[src/rtl/i2c_sclgen_pkg.sv]
package i2c_sclgen_pkg;

    // fixed hardware additions to the programmed phase settings
    localparam int LOW_EXTRA  = 7;
    localparam int HIGH_EXTRA = 5;

    typedef enum logic [1:0] {
        PH_OFF  = 2'd0,
        PH_LOW  = 2'd1,
        PH_HIGH = 2'd2
    } phase_e;

    typedef struct packed {
        logic drive;
        logic sample;
    } strobe_t;

endpackage

[src/rtl/i2c_sclgen_cfg.sv]
module i2c_sclgen_cfg
    import i2c_sclgen_pkg::*;
#(
    parameter int DIV_W = 8,
    parameter int PH_W  = 8,
    localparam int LEN_W = PH_W + 1
) (
    input  logic             clk,
    input  logic             rst,
    input  logic             run_en,
    input  logic [DIV_W-1:0] div_in,
    input  logic [PH_W-1:0]  low_in,
    input  logic [PH_W-1:0]  high_in,
    output logic [DIV_W-1:0] div_q,
    output logic [LEN_W-1:0] low_len_q,
    output logic [LEN_W-1:0] high_len_q
);

    always_ff @(posedge clk) begin
        if (rst) begin
            div_q      <= '0;
            low_len_q  <= LEN_W'(LOW_EXTRA);
            high_len_q <= LEN_W'(HIGH_EXTRA);
        end else if (!run_en) begin
            div_q      <= div_in;
            low_len_q  <= {1'b0, low_in} + LEN_W'(LOW_EXTRA);
            high_len_q <= {1'b0, high_in} + LEN_W'(HIGH_EXTRA);
        end
    end

    // settings frozen while running
    p_cfg_frozen_r8: assert property (@(posedge clk) disable iff (rst)
        run_en |=> ($stable(div_q) && $stable(low_len_q) && $stable(high_len_q)));

endmodule

[src/rtl/i2c_sclgen_presc.sv]
module i2c_sclgen_presc #(
    parameter int DIV_W = 8
) (
    input  logic             clk,
    input  logic             rst,
    input  logic             clr,
    input  logic             cnt_en,
    input  logic [DIV_W-1:0] div_val,
    output logic             mtick
);

    logic [DIV_W-1:0] pcnt_q;

    assign mtick = cnt_en && !clr && (pcnt_q == div_val);

    always_ff @(posedge clk) begin
        if (rst || clr) begin
            pcnt_q <= '0;
        end else if (cnt_en) begin
            pcnt_q <= mtick ? '0 : pcnt_q + DIV_W'(1);
        end
    end

    // two ticks are never adjacent unless dividing by one
    p_tick_gap_r1: assert property (@(posedge clk) disable iff (rst)
        (mtick && div_val != '0 && !clr) |=> !mtick);

    // a frozen prescaler keeps its count
    p_freeze_r6: assert property (@(posedge clk) disable iff (rst)
        (!clr && !cnt_en) |=> $stable(pcnt_q));

endmodule

[src/rtl/i2c_sclgen_phase.sv]
module i2c_sclgen_phase
    import i2c_sclgen_pkg::*;
#(
    parameter int PH_W = 8,
    localparam int LEN_W = PH_W + 1
) (
    input  logic             clk,
    input  logic             rst,
    input  logic             run_en,
    input  logic             mtick,
    input  logic             scl_sense,
    input  logic [LEN_W-1:0] low_len,
    input  logic [LEN_W-1:0] high_len,
    output logic             presc_clr,
    output logic             presc_run,
    output logic             scl_pull,
    output strobe_t          stb
);

    phase_e           state_q, state_d;
    logic [LEN_W-1:0] cnt_q, cnt_d;
    strobe_t          stb_q, stb_d;
    logic             stall;
    logic [LEN_W-1:0] mid_point;

    assign stall     = (state_q == PH_HIGH) && !scl_sense;
    assign presc_clr = (state_q == PH_OFF);
    assign presc_run = (state_q != PH_OFF) && !stall;
    assign mid_point = (high_len >> 1) - LEN_W'(1);

    always_comb begin
        state_d = state_q;
        cnt_d   = cnt_q;
        if (!run_en) begin
            state_d = PH_OFF;
            cnt_d   = '0;
        end else begin
            unique case (state_q)
                PH_OFF: begin
                    state_d = PH_LOW;
                    cnt_d   = '0;
                end
                PH_LOW: if (mtick) begin
                    if (cnt_q == low_len - LEN_W'(1)) begin
                        state_d = PH_HIGH;
                        cnt_d   = '0;
                    end else begin
                        cnt_d = cnt_q + LEN_W'(1);
                    end
                end
                PH_HIGH: if (mtick) begin
                    if (cnt_q == high_len - LEN_W'(1)) begin
                        state_d = PH_LOW;
                        cnt_d   = '0;
                    end else begin
                        cnt_d = cnt_q + LEN_W'(1);
                    end
                end
                default: begin
                    state_d = PH_OFF;
                    cnt_d   = '0;
                end
            endcase
        end
    end

    always_comb begin
        stb_d.drive  = (state_d == PH_LOW) && (state_q != PH_LOW);
        stb_d.sample = run_en && (state_q == PH_HIGH) && mtick && (cnt_q == mid_point);
    end

    always_ff @(posedge clk) begin
        if (rst) begin
            state_q <= PH_OFF;
            cnt_q   <= '0;
            stb_q   <= '0;
        end else begin
            state_q <= state_d;
            cnt_q   <= cnt_d;
            stb_q   <= stb_d;
        end
    end

    assign scl_pull = (state_q == PH_LOW);
    assign stb      = stb_q;

    // idle while disabled
    p_idle_r7: assert property (@(posedge clk) disable iff (rst)
        !run_en |=> (!scl_pull && !stb_q.drive && !stb_q.sample));

    // drive strobe only on the first low cycle
    p_drive_edge_r4: assert property (@(posedge clk) disable iff (rst)
        stb_q.drive |-> (scl_pull && !$past(scl_pull)));

    // a held line keeps the generator released
    p_stretch_release_r6: assert property (@(posedge clk) disable iff (rst)
        (run_en && stall) |=> !scl_pull);

    // sampling strobe belongs to the high phase
    p_sample_in_high_r5: assert property (@(posedge clk) disable iff (rst)
        stb_q.sample |-> (state_q == PH_HIGH));

    // low count never passes its length
    p_low_bound_r2: assert property (@(posedge clk) disable iff (rst)
        (state_q == PH_LOW) |-> (cnt_q < low_len));

endmodule

[src/rtl/i2c_scl_clkgen.sv]
module i2c_scl_clkgen
    import i2c_sclgen_pkg::*;
#(
    parameter int DIV_W = 8,
    parameter int PH_W  = 8,
    localparam int LEN_W = PH_W + 1
) (
    input  logic             clk,
    input  logic             rst,
    input  logic             run_en,
    input  logic [DIV_W-1:0] div_cfg,
    input  logic [PH_W-1:0]  low_cfg,
    input  logic [PH_W-1:0]  high_cfg,
    input  logic             scl_sense,
    output logic             scl_pull,
    output logic             drive_stb,
    output logic             sample_stb
);

    logic [DIV_W-1:0] div_q;
    logic [LEN_W-1:0] low_len, high_len;
    logic             mtick, presc_clr, presc_run;
    strobe_t          stb;

    i2c_sclgen_cfg #(.DIV_W(DIV_W), .PH_W(PH_W)) u_cfg (
        .clk        (clk),
        .rst        (rst),
        .run_en     (run_en),
        .div_in     (div_cfg),
        .low_in     (low_cfg),
        .high_in    (high_cfg),
        .div_q      (div_q),
        .low_len_q  (low_len),
        .high_len_q (high_len)
    );

    i2c_sclgen_presc #(.DIV_W(DIV_W)) u_presc (
        .clk     (clk),
        .rst     (rst),
        .clr     (presc_clr),
        .cnt_en  (presc_run),
        .div_val (div_q),
        .mtick   (mtick)
    );

    i2c_sclgen_phase #(.PH_W(PH_W)) u_phase (
        .clk       (clk),
        .rst       (rst),
        .run_en    (run_en),
        .mtick     (mtick),
        .scl_sense (scl_sense),
        .low_len   (low_len),
        .high_len  (high_len),
        .presc_clr (presc_clr),
        .presc_run (presc_run),
        .scl_pull  (scl_pull),
        .stb       (stb)
    );

    assign drive_stb  = stb.drive;
    assign sample_stb = stb.sample;

    // strobes are single-cycle
    p_drive_single_r4: assert property (@(posedge clk) disable iff (rst)
        drive_stb |=> !drive_stb);
    p_sample_single_r5: assert property (@(posedge clk) disable iff (rst)
        sample_stb |=> !sample_stb);

endmodule

[config.mk]
export PLATFORM = sky130hd
export DESIGN_NAME = i2c_scl_clkgen
export DESIGN_NICKNAME = d
export VERILOG_FILES = /design/src/rtl/i2c_sclgen_pkg.sv /design/src/rtl/i2c_sclgen_cfg.sv /design/src/rtl/i2c_sclgen_presc.sv /design/src/rtl/i2c_sclgen_phase.sv /design/src/rtl/i2c_scl_clkgen.sv
export SDC_FILE = /design/constraint.sdc
export NUM_CORES = 1
export LEC_CHECK = 0
export BUFFER_PORTS_ARGS = -buffer_cell sky130_fd_sc_hd__buf_2
export CAP_MARGIN = 20
export CORE_MARGIN = 2
export CORE_UTILIZATION = 54
export CTS_CLUSTER_SIZE = 40
export DETAILED_ROUTE_END_ITERATION = 8
export PLACE_DENSITY = 0.77
export RECOVER_POWER = 50
export SLEW_MARGIN = 0
export SYNTH_ARGS = -nofsm -noshare
export SYNTH_HDL_FRONTEND = slang
export SYNTH_SLANG_ARGS = --single-unit
[constraint.sdc]
create_clock -name clk -period 2.65 [get_ports clk]
set_clock_uncertainty 0.2 [all_clocks]
set_input_delay 0 -clock clk [delete_from_list [all_inputs] [get_ports clk]]
set_output_delay 0 -clock clk [all_outputs]
set_load 0.01 [all_outputs]
==> results of run 1 <==
-- worst reg2reg max path, cell delays in order (launching register included) --
cell and delay [ns]:
dfxtp_1 0.32, inv_1 0.08, ha_1 0.21, or3b_4 0.41, nor2_2 0.10, xnor2_1 0.11
nor4_2 0.33, a21o_1 0.26, a21o_2 0.19, nor3b_1 0.05, a211o_1 0.26
-- final timing paths --
kind	depth (start not counted)	startpoint	slack, ns	to
setup reg to reg	10	u_cfg.high_len_q[1]	0.03	u_phase.cnt_q[5]
hold reg to reg	2	u_phase.state_q[1]	0.35	u_phase.state_q[1]
setup / recovery	10	u_cfg.high_len_q[1]	0.03	u_phase.cnt_q[5]
hold / removal	7	low_cfg[1]	0.02	u_cfg.low_len_q[3]
-- kinds of logic (layout without fill, tap and decap cells) --
group | Yosys count | after routing | share of synthesized area, %
xor+xnor | 52 | 52 | 14.4
fa+ha+maj | 11 | 11 | 4.34
buf+inv | 36 | 107 | 5.17
mux | 15 | 15 | 4.73
compound gates | 64 | 65 | 13.8
simple gates | 172 | 172 | 27.9
flops | 47 | 47 | 29.7
-- through the flow --
| step | util, % | instances | setup TNS, ns |
|---|---|---|---|
| 2_1_floorplan | - | 397 | 0 |
| 3_3_place_gp | 61.4 | 492 | 0 |
| 3_5_place_dp | 61.4 | 492 | 0 |
| 4_1_cts | 70.5 | 537 | 0 |
| 5_1_grt | 72.7 | 541 | -0.167 |
| 6_report | 72.7 | 541 | 0 |
-- registers in the layout, summed over array words and instances (netlist names) --
signal            cells
u_phase.cnt_q         9
u_cfg.low_len_q       9
u_cfg.div_q           8
u_phase.state_q       2
u_presc.pcnt_q        8
u_phase.stb           2
u_cfg.high_len_q      9
-- report_power, final --
group          internal, mW  leakage (nW)  switching (mW)
clock                 0.383        0.0703           0.275
sequential            0.734         0.384          0.0386
combinational         0.172          1.24           0.175
total                  1.29          1.70           0.489
-- cell usage after synthesis, drive strengths merged, types with 7 or more instances --
cell type	count
xnor2	25
mux2i	15
nand2	25
clkbuf	12
nand3	29
a21oi	25
buf	12
nor3	11
xor2	27
inv	12
ha	11
or3	10
nor2	55
dfxtp	47
o21ai	11
nor4	7
-- final cells by class --
cell class	instances	area, um^2	area share [%]
inverters	12	45.0	1.11
clock buffers	5	68.8	1.70
well taps	72	90.1	2.22
flip-flops and latches	47	945	23.3
repair buffers	87	664	16.4
multi-input cells	315	2170	53.5
clock inverters	3	71.3	1.76
-- placed cells by master (no fill, tap or decap), drive strengths merged, types with 3 or more instances in the layout --
| cell type | synthesis | layout |
|---|---|---|
| a211o | 5 | 5 |
| a21o | 3 | 4 |
| a21oi | 25 | 25 |
| a31oi | 3 | 3 |
| and2 | 3 | 3 |
| and3 | 3 | 3 |
| buf | 12 | 45 |
| clkbuf | 12 | 10 |
| dfxtp | 47 | 47 |
| dlygate4sd3 | 0 | 37 |
| ha | 11 | 11 |
| inv | 12 | 13 |
| mux2i | 15 | 15 |
| nand2 | 25 | 25 |
| nand2b | 5 | 5 |
| nand3 | 29 | 29 |
| nor2 | 55 | 55 |
| nor2b | 3 | 3 |
| nor3 | 11 | 11 |
| nor3b | 5 | 5 |
| nor4 | 7 | 7 |
| o2111ai | 3 | 3 |
| o21ai | 11 | 11 |
| or2 | 5 | 5 |
| or3 | 10 | 10 |
| xnor2 | 25 | 25 |
| xor2 | 27 | 27 |
-- metal layers --
layer,GRT usage (%),up-vias
li1,-,1518
met1,33.5,1448
met2,47.4,113
met3,4.61,20
met4,9.66,0
met5,0,-
-- timing repair --
item                                    in CTS  in global routing
endpoints found under the hold margin       31                  0
gates resized for setup                      0                 22
hold buffers                                37                  0
buffers inserted                             0                  3
endpoints found under the setup margin       0                 10
==> summary.txt, run 1 <==
Logic synthesis
  – Yosys cell types: 56
  – Post-synth top area share: between 20% and 30%
  – FFs w/ async S/R, synth: 0%
  – EDFF count, synth: 0
  – Top cells by area, synth: dfxtp_1 (30%), xor2_1 (7.5%), xnor2_1 (6.9%), nor2_1 (6.4%), mux2i_1 (4.7%)
  – Post-synthesis sequential area ratio: roughly 30%
  – Ys flop type: dfxtp_1
  – Synthesized flop and latch total: between 40 and 50
  – Post-synth top area cell: dfxtp_1
  – YS warnings: 0
  – Mapped Nets: between 400 and 500
  – Gate Count Post-Synth: ~400
  – Synthesized cell area: 3170 um^2
  – Avg Inst Size Synth: between 7 and 8 um^2

Job
  – Max-cap violations: 0

Clock tree
  – Clk root buf: clkbuf_8
  – Sink Count: 47
  – CTS tree: built
  – CTS buffer count: 5
  – H-tree Lvls: 2
  – Clock transition at the registers of the reported paths: 0.10 ns
  – Worst-Skew Late Latency: a little over 0.3 ns
  – Clk buf depth: 2

STA
  – Min cycle time layout: around 2.6 ns
  – Tcrit/Tclk final: just under 100%
  – Slew headroom: a little over three fifths
  – Fmax: between 300 and 400 MHz
  – Fin. max-slew vios: 0
  – Setup ws final: roughly 0.027 ns
  – Worst slew pin tran: about 0.55 ns
  – Worst Hold Margin: approximately 0.025 ns
  – Final setup fails: 0
  – Final Hold Vio Count: 0

Detailed routing
  – Avg WL per Cell: 16.0 um
  – Vias post-DR: between 3000 and 4000
  – WL final: about 8600 um
  – Via density: 5.73
  – Met3 routed WL: 428 um
  – Post-DRT Antenna Nets: 0
  – DR iter-0 viols: just over 200
  – Met1 WL: ~3700 um
  – TritonRoute pass-1 iters: 5
  – DR WL met2: ~4300 um
  – Uppermost layer routed: met4
  – DRC errors left: 0

Hold path
  – Worst min path class: in -> reg

Floorplan
  – Core Area: between 5000 and 6000 um^2
  – Die footprint: 6500 um^2
  – Ports: 31
  – Die Wd: roughly 81 um
  – Site row count: 27
  – Starting density of the core: a little under three fifths
  – Chip height: 80.6 um

Placed design
  – GP Congestion: between 0.8 and 0.9
  – DP HPWL: approximately 5300 um
  – Port buffer count: 30
  – Setup slack at placement: about 0.029 ns
  – DP Area: approximately 3400 um^2

Final layout
  – Area Overhead vs Synth: 27.8%
  – Fill count: between 300 and 400
  – Post-layout nets: just over 500
  – Ant. Diodes: 0
  – Design Area, Final: slightly above 4000 um^2
  – Layout cells sized above 1: a little under a fifth

Setup path
  – Top delay family on crit path: simple AND/OR/NAND/NOR gates
  – Buffers and inverters on the worst path: 1
  – Worst EP arrival: 2.62 ns
  – CP required: about 2.7 ns
  – CP cell instances: inv_1 -> ha_1 -> or3b_4 -> nor2_2 -> xnor2_1 -> nor4_2 -> a21o_1 -> a21o_2 -> nor3b_1 -> a211o_1
  – Critical path class: reg -> reg
  – Critical Path Sink Type: flop
  – Crit-path max FO: 4
  – Slowest-stage cell, CP: or3b_4
  – CP peak stage delay: around 0.41 ns
  – CP startpoint kind: flop

Pwr
  – Post-layout power: approximately 1.8 mW
  – Leakage: 1.70 nW
  – Power Density: between 400 and 500 nW/um^2
  – Maximum vdd ir drop: ~290 uV

Global routing
  – Gr ovfl total: 0
  – Number of global-route vias before repair: 3062
  – Pin count of the biggest net entering global routing: 40
  – Overall Global Routing Usage: 27.2%
  – First-pass GRT wire length: 13900 um
  – Initial antenna violation count: 0

Outcome
  – Status: complete, no violations
(Power assumes the default switching activity.)
==> run 2, diff against run 1 <==
--- a/config.mk
+++ b/config.mk
@@ -7,11 +7,13 @@
 export LEC_CHECK = 0
 export BUFFER_PORTS_ARGS = -buffer_cell sky130_fd_sc_hd__buf_2
 export CAP_MARGIN = 20
+export CELL_PAD_IN_SITES_DETAIL_PLACEMENT = 1
+export CELL_PAD_IN_SITES_GLOBAL_PLACEMENT = 2
 export CORE_MARGIN = 2
-export CORE_UTILIZATION = 54
+export CORE_UTILIZATION = 32
 export CTS_CLUSTER_SIZE = 40
 export DETAILED_ROUTE_END_ITERATION = 8
-export PLACE_DENSITY = 0.77
+export PLACE_DENSITY_LB_ADDON = 0.1
 export RECOVER_POWER = 50
 export SLEW_MARGIN = 0
 export SYNTH_ARGS = -nofsm -noshare
==> run 2 against run 1 <==
Against the previous run:
- final cell count is 14% higher
- core utilization is 29 points lower
- sequential share of layout area is 1.2 points lower
- worst hold slack worse by 0.0090 ns
- critical path depth is 1 higher
- first-iteration DRC count is 58% lower
- sequential power hardly changed
- die area is 65% higher
- fmax is 1.6% higher
- final area is 5.5% higher
- critical path type unchanged
- highest routed layer unchanged
==> summary.txt, run 2 (synthesized netlist as in run 1, its figures left out) <==
Outcome
  – Status: complete, no violations

Floorplan
  – Ports: 31
  – Site row count: 36
  – Core Area: 9680 um^2
  – Die footprint: around 11000 um^2
  – Chip height: 104 um
  – Die Wd: ~100 um
  – Starting density of the core: around a third

Final layout
  – Fill count: approximately 1200
  – Reg area: 946 um^2
  – Post-layout nets: 520
  – Ant. Diodes: 0
  – Area of the multi-input gates: ~2200 um^2
  – Area Overhead vs Synth: 34.8%
  – Most common cell after layout, fill and taps aside: nor2_1
  – Most frequent cells in the layout: nor2_1 (52), dfxtp_1 (43), dlygate4sd3_1 (41)
  – Non-filler cells, final: a little over 600
  – Layout Utilization: 44.2%
  – Layout cells sized above 1: approximately a fifth
  – Biggest regs: u_cfg.high_len_q x9, u_cfg.low_len_q x9, u_phase.cnt_q x9

Detailed routing
  – DR iter-0 viols: between 80 and 90
  – Vias post-DR: 3066
  – Avg WL per Cell: approximately 15 um
  – WL final: around 9400 um
  – Via density: 4.99
  – Post-DRT Antenna Nets: 0
  – DRC errors left: 0
  – TritonRoute pass-1 iters: 4

Setup path
  – CP startpoint kind: flop
  – Critical Path Sink Type: flop
  – CP endpoint: u_phase.cnt_q[2]
  – Crit-path max FO: 5
  – Critical R2R Launch: u_cfg.high_len_q[1]
  – R2R depth: 11
  – CP Launch Point: u_cfg.high_len_q[1]
  – Setup slack, reg-to-reg: just under 0.07 ns
  – CP required: about 2.7 ns
  – Worst EP arrival: ~2.6 ns
  – Critical path class: reg -> reg
  – Reg2Reg Capture Point: u_phase.cnt_q[2]

Placed design
  – DP HPWL: between 6000 and 7000 um
  – GP Congestion: roughly 0.78
  – Port buffer count: 30
  – Placed cell count: 563

STA
  – Tcrit/Tclk final: 97.4%
  – Worst slew pin tran: 0.561 ns
  – Fin. max-slew vios: 0
  – Final Hold Vio Count: 0
  – Slew headroom: between 60% and 70%
  – Min cycle time layout: approximately 2.6 ns
  – Fmax: a little under 400 MHz
  – Worst Hold Margin: around 0.016 ns
  – Final setup fails: 0

Pwr
  – Maximum vdd ir drop: ~200 uV
  – Leakage: 1.77 nW
  – Power Density: about 420 nW/um^2

Clock tree
  – Clock transition at the registers of the reported paths: 0.11 ns
  – CTS buffer count: 5
  – Clk buf depth: 2
  – H-tree Lvls: 2
  – CTS tree: built
  – Clk root buf: clkbuf_8
  – Worst-Skew Late Latency: 0.31 ns
  – Sink Count: 47

Global routing
  – First-pass GRT wire length: about 15000 um
  – Overall Global Routing Usage: 17.4%
  – Number of global-route vias before repair: approximately 3200
  – Initial antenna violation count: 0
  – Pin count of the biggest net entering global routing: 40
  – Gr ovfl total: 0

Job
  – Max-cap violations: 0

Hold path
  – Worst min path class: in -> reg
## run 2: changes by cell type in the layout (fill, tap and decap cells not counted), moves of 2 or more
cell	previous run	this run
dlygate4sd3_1	37	41
ha_4	0	2
nor2_1	54	52
ha_1	10	8
buf_4	20	29
## run 2: area by class of cell
| class | instances | area share [%] |
|---|---|---|
| tap | 133 | 3.89 |
| multi-input combinational | 315 | 51.6 |
| timing repair buffer | 100 | 18.1 |
| sequential | 47 | 22.1 |
| clock buffer | 5 | 1.61 |
| clock inverter | 3 | 1.67 |
| inverter | 12 | 1.05 |
## run 2: stage by stage
| step | instance area, um^2 | total power, mW | setup WS, ns | setup TNS [ns] |
|---|---|---|---|---|
| after CTS | 4140 | 1.81 | -0.00229 | -0.00229 |
| after floorplan | 3170 | 0.975 | 0.0478 | 0 |
| final | 4280 | 1.81 | 0.0679 | 0 |
| after detailed placement | 3570 | 1.08 | -0.00482 | -0.00910 |
| after global routing | 4280 | 1.91 | -0.0182 | -0.0262 |
| after global placement | 3570 | 1.07 | 0.0515 | 0 |
## run 2: worst max-delay path, stage by stage, from the launching register on
cell,delay (ns)
dfxtp_1,0.33
inv_2,0.09
ha_4,0.15
or3b_4,0.40
nor2_4,0.09
xnor2_1,0.14
nor4_2,0.07
buf_4,0.14
a21o_4,0.23
a21o_4,0.22
or3b_1,0.36
nand3_1,0.09
## run 2: worst min path at each step
stage | from | end | slack, ns | depth (start not counted)
global route | low_cfg[1] | u_cfg.low_len_q[3] | 0.11 | 7
detailed placement | div_cfg[4] | u_cfg.div_q[4] | 0.04 | 3
CTS | low_cfg[1] | u_cfg.low_len_q[3] | 0.05 | 7
global placement | div_cfg[1] | u_cfg.div_q[1] | 0.03 | 3
finish | low_cfg[1] | u_cfg.low_len_q[3] | 0.02 | 7
floorplan | div_cfg[0] | u_cfg.div_q[0] | -0.06 | 2
## run 2: what timing repair did
action | 4_1_cts | 5_1_grt
hold buffers | 42 | 0
gates cloned | 0 | 1
pin swaps | 1 | 10
endpoints found under the hold margin | 29 | 0
endpoints found under the setup margin | 2 | 13
buffers inserted | 0 | 2
gates resized for setup | 1 | 30
## run 2: power by group
group          total, mW  switching (mW)  leakage, nW  internal [mW]
combinational      0.363           0.174         1.32          0.190
clock              0.676           0.292       0.0703          0.384
sequential         0.772          0.0380        0.384          0.734
## run 2: per-layer routing
layer  track usage, %  vias to the layer above  part of all wire (%)
li1                 -                     1541                     -
met1             23.2                     1485                    49
met2             30.3                       31                    48
met3             2.64                        9                   2.0
met4             2.90                        0                   1.1
met5                0                        -                     0
==> run 3, diff against run 2 <==
==> constraint.sdc (replaced) <==
create_clock -name clk -period 2.65 [get_ports clk]
set_clock_uncertainty 0.2 [all_clocks]
set_input_delay 0 -clock clk [delete_from_list [all_inputs] [get_ports clk]]
set_output_delay 0 -clock clk [all_outputs]
set_load 0.05 [all_outputs]
==> run 3 against run 2 <==
Against the previous run:
- via count is the same
- worst hold slack is the same
- largest power group unchanged
- highest routed layer unchanged
- global-route usage is the same
- final cell count is the same
- wire length is essentially flat
==> summary.txt, run 3 (synthesized netlist as in run 1, its figures left out) <==
Setup path
  – R2R depth: 11
  – Critical R2R Launch: u_cfg.high_len_q[1]
  – CP cell instances: inv_2 -> ha_4 -> or3b_4 -> nor2_4 -> xnor2_1 -> nor4_2 -> buf_4 -> a21o_4 -> a21o_4 -> or3b_1 -> nand3_1
  – CP startpoint kind: flop
  – CP peak stage delay: approximately 0.40 ns
  – Setup slack, reg-to-reg: approximately 0.068 ns
  – Critical path class: reg -> reg
  – Reg2Reg Capture Point: u_phase.cnt_q[2]
  – CP required: roughly 2.7 ns
  – Worst EP arrival: between 2 and 3 ns
  – Slowest-stage cell, CP: or3b_4
  – Crit-path max FO: 5
  – Critical Path Sink Type: flop
  – Most common cell on crit path: a21o_4

Global routing
  – Initial antenna violation count: 0
  – Met3 Resource Use GR: between 2 and 3%
  – GR peak layer: met2
  – Met1 GRT Util: 23.2%
  – Gr ovfl total: 0
  – Number of global-route vias before repair: roughly 3200
  – Met2 Use GR: around 30%
  – Pin count of the biggest net entering global routing: 40
  – First-pass GRT wire length: ~15000 um
  – Overall Global Routing Usage: between 15 and 20%

Floorplan
  – Ports: 31
  – Die footprint: around 11000 um^2
  – Chip height: 104 um
  – Die Wd: between 100 and 150 um
  – Core Area: between 9000 and 10000 um^2
  – Starting density of the core: about a third
  – Site row count: 36

STA
  – Setup ws final: slightly below 0.07 ns
  – Fin. max-slew vios: 0
  – Slew headroom: 60.5%
  – Fmax: slightly below 400 MHz
  – Min cycle time layout: 2.58 ns
  – Tcrit/Tclk final: 97.4%
  – Worst slew pin tran: just under 0.6 ns
  – Final Hold Vio Count: 0
  – Final setup fails: 0

Final layout
  – Most frequent cells in the layout: nor2_1 (52), dfxtp_1 (43), dlygate4sd3_1 (41)
  – Ant. Diodes: 0
  – Design Area, Final: between 4000 and 5000 um^2
  – Most common cell after layout, fill and taps aside: nor2_1
  – Biggest regs: u_cfg.high_len_q x9, u_cfg.low_len_q x9, u_phase.cnt_q x9
  – Layout cells sized above 1: a little over a fifth
  – Post-layout nets: 520
  – Area Overhead vs Synth: 34.8%

Detailed routing
  – Vias post-DR: between 3000 and 4000
  – DR iter-0 viols: 84
  – Avg WL per Cell: around 15 um
  – TritonRoute pass-1 iters: 4
  – Post-DRT Antenna Nets: 0
  – Via density: approximately 5.0
  – WL final: between 9000 and 10000 um
  – DRC errors left: 0

Clock tree
  – Sink Count: 47
  – H-tree Lvls: 2
  – Clk buf depth: 2
  – CTS tree: built
  – Clk root buf: clkbuf_8
  – Worst-Skew Late Latency: ~0.31 ns
  – Clock transition at the registers of the reported paths: roughly 0.11 ns
  – CTS buffer count: 5

Pwr
  – Leakage: 1.77 nW
  – Power Density: roughly 420 nW/um^2
  – Maximum vdd ir drop: 197 uV

Placed design
  – DP Area: approximately 3600 um^2
  – Setup slack at placement: -0.00482 ns
  – GP Congestion: approximately 0.78
  – Port buffer count: 30
  – DP HPWL: 6560 um

Hold path
  – HP Start: low_cfg[1]
  – WHS Endpoint: u_cfg.low_len_q[3]
  – Worst Hold Path Cells: 7
  – Worst min path class: in -> reg

Job
  – Max-cap violations: 0

Outcome
  – Status: complete, no violations
==> run 3: how the worst max path moves through the flow <==
stage,start,cells after the start,end
finish,u_cfg.high_len_q[1],11,u_phase.cnt_q[2]
global route,u_cfg.high_len_q[0],11,u_phase.cnt_q[2]
CTS,u_phase.cnt_q[2],7,u_phase.cnt_q[5]
detailed placement,u_cfg.high_len_q[0],9,u_phase.stb[1]
global placement,u_cfg.high_len_q[0],11,u_phase.cnt_q[5]
floorplan,u_cfg.low_len_q[1],10,u_phase.cnt_q[2]
==> run 3: power by group <==
group	switching (mW)	total, mW	internal, mW
registers	0.0380	0.772	0.734
logic	0.180	0.369	0.189
clock network	0.292	0.676	0.384
==> run 3: stage by stage <==
stage	util, %	hold WS, ns	TNS (ns)	power, mW	instances
6_report	44.1	0.0156	0	1.82	615
5_1_grt	44.1	0.105	-0.0262	1.91	615
4_1_cts	42.7	0.0537	-0.00229	1.81	613
3_5_place_dp	36.9	0.0398	-0.00910	1.08	563
3_3_place_gp	36.9	0.0302	0	1.08	563
2_1_floorplan	-	-0.0561	0	0.981	397
==> run 3: area by class of cell <==
type / count / area [um^2]
well taps: 133 / 166
inverters: 12 / 45.0
clock inverters: 3 / 71.3
flip-flops and latches: 47 / 946
clock buffers: 5 / 68.8
repair buffers: 100 / 771
fillers: 1155 / 5410
multi-input cells: 315 / 2210
==> run 3: per-layer routing <==
metal	up-vias	part of all wire, %
li1	1541	-
met1	1485	49
met2	31	48
met3	9	2.0
met4	0	1.1
met5	-	0
==> run 3: timing repair <==
action | CTS | global route
resized for setup | 1 | 30
pin swaps | 1 | 10
hold buffers | 42 | 0
gates cloned | 0 | 1
endpoints found under the hold margin | 29 | 0
buffers inserted | 0 | 2
setup endpoints to repair | 2 | 13
==> run 3: critical path: cells and delay by family, from the launching register on <==
kind	cells	cell delay, ns
DFF	1	0.33
and+or+nand+nor	5	1.01
buffers and inverters	2	0.23
AOI/OAI and AO/OA	2	0.45
adders and majority gates	1	0.15
xor gates and xnor gates	1	0.14
